===== src/rtl/irq_pkg.sv =====
package irq_pkg;
  localparam int unsigned NSRC_DEF  = 2;
  localparam int unsigned IDX_W_DEF = 4;
  localparam int unsigned BUS_W_DEF = 32;
endpackage


===== src/rtl/irq_pend_bit.sv =====
module irq_pend_bit (
  input  logic clk_i,
  input  logic rst_ni,
  input  logic req_i,
  input  logic clr_i,
  output logic pend_o
);
  logic req_q, pend_q, rise;

  assign rise = req_i & ~req_q;

  always_ff @(posedge clk_i or negedge rst_ni) begin
    if (!rst_ni) begin
      req_q  <= 1'b0;
      pend_q <= 1'b0;
    end else begin
      req_q  <= req_i;
      // a new edge in the clearing cycle wins over the clear
      if (rise)       pend_q <= 1'b1;
      else if (clr_i) pend_q <= 1'b0;
    end
  end

  assign pend_o = pend_q;

  a_r5_hold_until_clr: assert property (@(posedge clk_i) disable iff (!rst_ni)
    (pend_q && !clr_i) |=> pend_q);
  a_r8_rise_survives_clr: assert property (@(posedge clk_i) disable iff (!rst_ni)
    (req_i && !req_q && clr_i) |=> pend_q);
endmodule


===== src/rtl/irq_prio_enc.sv =====
module irq_prio_enc #(
  parameter int unsigned NSRC  = irq_pkg::NSRC_DEF,
  parameter int unsigned IDX_W = irq_pkg::IDX_W_DEF,
  parameter logic [NSRC*IDX_W-1:0] SRC_INDEX = '0
) (
  input  logic [NSRC-1:0]  pend_i,
  output logic [NSRC-1:0]  gnt_o,
  output logic [IDX_W-1:0] idx_o
);
  // lowest bit number has highest priority: scan downward, last hit wins
  always_comb begin
    gnt_o = '0;
    idx_o = '0;
    for (int i = NSRC - 1; i >= 0; i--) begin
      if (pend_i[i]) begin
        gnt_o    = '0;
        gnt_o[i] = 1'b1;
        idx_o    = SRC_INDEX[i*IDX_W +: IDX_W];
      end
    end
  end
endmodule


===== src/rtl/irq_ack_unit.sv =====
module irq_ack_unit #(
  parameter int unsigned NSRC  = irq_pkg::NSRC_DEF,
  parameter int unsigned IDX_W = irq_pkg::IDX_W_DEF,
  parameter int unsigned BUS_W = irq_pkg::BUS_W_DEF,
  parameter logic [NSRC*IDX_W-1:0] SRC_INDEX = {4'h2, 4'h1}
) (
  input  logic             clk_i,
  input  logic             rst_ni,
  input  logic [NSRC-1:0]  irq_i,
  input  logic             ie_ld_i,
  input  logic             ie_d_i,
  input  logic             ie_drv_i,
  input  logic             ack_i,
  output logic             take_o,
  output logic             ie_o,
  output logic [BUS_W-1:0] bus_data_o,
  output logic             bus_oe_o
);
  localparam int unsigned PAD_W = BUS_W - IDX_W;

  logic             ie_q;
  logic [NSRC-1:0]  pend, gnt;
  logic [IDX_W-1:0] win_idx;

  always_ff @(posedge clk_i or negedge rst_ni) begin
    if (!rst_ni)      ie_q <= 1'b0;
    else if (ie_ld_i) ie_q <= ie_d_i;
  end

  for (genvar k = 0; k < NSRC; k++) begin : g_src
    irq_pend_bit i_pend (
      .clk_i  (clk_i),
      .rst_ni (rst_ni),
      .req_i  (irq_i[k]),
      .clr_i  (ack_i & gnt[k]),
      .pend_o (pend[k])
    );
  end

  irq_prio_enc #(.NSRC(NSRC), .IDX_W(IDX_W), .SRC_INDEX(SRC_INDEX)) i_enc (
    .pend_i (pend),
    .gnt_o  (gnt),
    .idx_o  (win_idx)
  );

  assign take_o = ie_q & (|pend);
  assign ie_o   = ie_q;

  always_comb begin
    bus_oe_o   = ack_i | ie_drv_i;
    bus_data_o = '0;
    if (ack_i)         bus_data_o = {{PAD_W{1'b0}}, win_idx};
    else if (ie_drv_i) bus_data_o[0] = ie_q;
  end

  a_r2_ie_load: assert property (@(posedge clk_i) disable iff (!rst_ni)
    ie_ld_i |=> (ie_o == $past(ie_d_i)));
  a_r2_ie_hold: assert property (@(posedge clk_i) disable iff (!rst_ni)
    !ie_ld_i |=> $stable(ie_o));
  a_r3_take_needs_ie: assert property (@(posedge clk_i) disable iff (!rst_ni)
    !ie_o |-> !take_o);
  a_r6_upper_zero: assert property (@(posedge clk_i) disable iff (!rst_ni)
    ack_i |-> (bus_oe_o && bus_data_o[BUS_W-1:IDX_W] == '0));
  a_r10_idle_bus: assert property (@(posedge clk_i) disable iff (!rst_ni)
    (!ack_i && !ie_drv_i) |-> (!bus_oe_o && bus_data_o == '0));
  a_r7_one_grant: assert property (@(posedge clk_i) disable iff (!rst_ni)
    $onehot0(gnt) && ((|pend) == (|gnt)));
endmodule


===== config.mk =====
export PLATFORM = sky130hd
export DESIGN_NAME = irq_ack_unit
export DESIGN_NICKNAME = d
export VERILOG_FILES = /design/src/rtl/irq_pkg.sv /design/src/rtl/irq_pend_bit.sv /design/src/rtl/irq_prio_enc.sv /design/src/rtl/irq_ack_unit.sv
export SDC_FILE = /design/constraint.sdc
export NUM_CORES = 1
export LEC_CHECK = 0
export ABC_CLOCK_PERIOD_IN_PS = 1800
export BUFFER_PORTS_ARGS = -buffer_cell sky130_fd_sc_hd__buf_2
export CAP_MARGIN = 20
export CORE_MARGIN = 4
export CORE_UTILIZATION = 39
export CTS_CLUSTER_DIAMETER = 120
export DETAILED_ROUTE_END_ITERATION = 6
export PLACE_DENSITY = 0.91
export SYNTH_ARGS = -nofsm -noshare
export SYNTH_HDL_FRONTEND = slang
export SYNTH_HIERARCHICAL = 1
export SYNTH_SLANG_ARGS = --single-unit

===== constraint.sdc =====
create_clock -name clk_i -period 1.8 [get_ports clk_i]
set_input_delay 0.18 -clock clk_i [delete_from_list [all_inputs] [get_ports clk_i]]
set_output_delay 0.18 -clock clk_i [all_outputs]
set_load 0.005 [all_outputs]

==> results.md <==
* FF+latch count, synth at 5
* Final Critical Period at about 1.2 ns
* Clock skew at 0.000275 ns
* Num Clock Sinks at 5
* Row count at 12
* Max cap viols at 0
* Number of global-route vias before repair at between 200 and 250
* Worst setup SP type: register
* Die H at roughly 44 um
* Post-DP HPWL at between 500 and 600 um
* Fin nets at 79
* Avg WL per Cell at about 8.0 um
* Htree depth at 1
* RSZ-0062 raised after global routing: no
* CP endpoint kind: output pin
* Post-Route Utilization at about two fifths
* Post-synth cell types at 12
* WP data arrival at around 1.0 ns
* Total CTS buffers at 3
* Antenna-violating nets left at 0
* Sequential share of the synthesized area at 24.7%
* Via/cell ratio at roughly 3.3
* Worst skew pair latency at approximately 0.24 ns
* Via Count at 273
* I/O pins at 43
* Worst-path clk slew at approximately 0.04 ns
* PortBufs at 12
* Pre-Repair DR Iteration Count at 1
* Met2 Use GR at a little under a tenth
* Fin crit share at about 67%
* Cells after synthesis at 58
* Layout cells sized above 1 at between 20% and 30%
* Setup CP Type: register to output pin
* Pwr Density at 736 nW/um2
* Layout area overhead at -5.68%
* Chip width at between 40 and 50 um
* Core area at 1170 um2
* Max Clk Rate at approximately 830 MHz
* Gr ovfl total at 0
* Fin. max-slew vios at 0
* CTS tree: yes
* Ant diodes at 0
* Initial antenna violation count at 0
* Final setup vio count at 0
* Worst setup margin at 0.599 ns
* Setup_tns at 0 ns
* Dpl ws at roughly 0.84 ns
* Die area at between 1500 and 2000 um2
* Clock Tree Buf Depth at 2
* Status: finished, final reports clean
* WP data required at 1.62 ns
* Power after layout at approximately 0.00035 W
* Synth Cell Area at around 510 um2
* Warnings, synthesis at 6
* CP Max Fanout at 3
* Busiest grt layer: met2
* Syn avg cell area at between 8 and 9 um2
* VDD IR max at about 0.38 mV
* Post-route DRC at 0
* Grt met3 use at under 10%
* First-pass GRT wire length at 966 um
* Worst min path class: input pin to register
* Postcts setup bufs at 0
* WL final at ~680 um
* Initial DRC count at 0
* Final hold violation count at 0
* Largest net degree at the start of global routing at 9
* Met1 usage in global routing at 8.11%
* Gpl congestion at 0.653
* Root Driver: clkbuf_4
* GRT Total Usage at approximately 7.5%
* Flop2flop setup slack at approximately 0.94 ns
* Hold_ws at between 0.05 and 0.06 ns
* Initial core utilization at a little over two fifths
* Pleak at approximately 0.30 nW
final timing paths:
kind                                         from                     end  depth (start not counted)
setup / recovery           g_src[1].i_pend/pend_o           bus_data_o[1]                          3
hold / removal                           irq_i[0]   g_src[0].i_pend/req_q                          1
setup reg to reg           g_src[0].i_pend/pend_o  g_src[1].i_pend/pend_o                          3
hold reg to reg             g_src[0].i_pend/req_q  g_src[0].i_pend/pend_o                          1
max in group asynchronous                  rst_ni  g_src[1].i_pend/pend_o                          2
min in group asynchronous                  rst_ni   g_src[0].i_pend/req_q                          2
flip-flops by register name, indices dropped and copies added (netlist names):
name and count:
g_src.i_pend/pend_o 2, g_src.i_pend/req_q 2, ie_o 1
through the flow:
step | cells | cell area (um2)
2_1_floorplan | 86 | 612
3_3_place_gp | 79 | 442
3_5_place_dp | 79 | 442
4_1_cts | 84 | 478
5_1_grt | 84 | 478
6_report | 84 | 478
kinds of logic (layout without fill, tap and decap cells):
family          after synthesis  in the layout  synth area share (%)
buf+inv                      37             21                  51.9
flops                         5              5                  24.7
other cells                   2             30                  1.48
mux                           1              1                  2.96
simple gates                  9              9                  11.6
compound gates                4              4                  7.41
critical path, cell delays in order (launching register included):
cell and delay (ns):
dfrtp_1 0.39, nor2b_4 0.13, and2_1 0.15, buf_2 0.12
Yosys cell counts:
cell type,number,area share [%]
o21ai_0,1,0.99
nor2b_4,1,2.7
and2_1,5,6.2
conb_1,2,1.5
buf_4,33,49
or2_1,1,1.2
o22ai_2,2,4.9
nand2_1,2,1.5
mux2_4,1,3.0
dfrtp_1,5,25
o21a_1,1,1.5
inv_1,4,3.0
layer usage:
metal  wire (um)  part of all wire [%]
met1         222                    33
met2         319                    47
met3         120                    18
met4          13                   1.9
met5           0                     0
placed cells by master (no fill, tap or decap), types with 2 or more instances in the layout:
master / n
nand2_1: 2
buf_2: 12
clkbuf_4: 3
conb_1: 30
inv_1: 4
dfrtp_1: 5
o22ai_2: 2
and2_1: 5
area by class of cell:
type / count / area (um2)
flip-flops and latches: 5 / 125
fillers: 136 / 693
inverters: 4 / 15.0
repair buffers: 13 / 70.1
well taps: 14 / 17.5
multi-input cells: 44 / 224
clock buffers: 4 / 26.3
where the power goes:
group          switching (W)  internal [W]  leakage (nW)
Combinational      0.0000421     0.0000436         0.223
Clock              0.0000432     0.0000836        0.0150
Sequential         0.0000130      0.000126        0.0570
repair_timing:
| action | 4_1_cts | 5_1_grt |
|---|---|---|
| resized for setup | 0 | 0 |
| endpoints found under the hold margin | 5 | 0 |
| hold buffers | 1 | 0 |
Note: power is estimated with default switching activity, not from simulation.
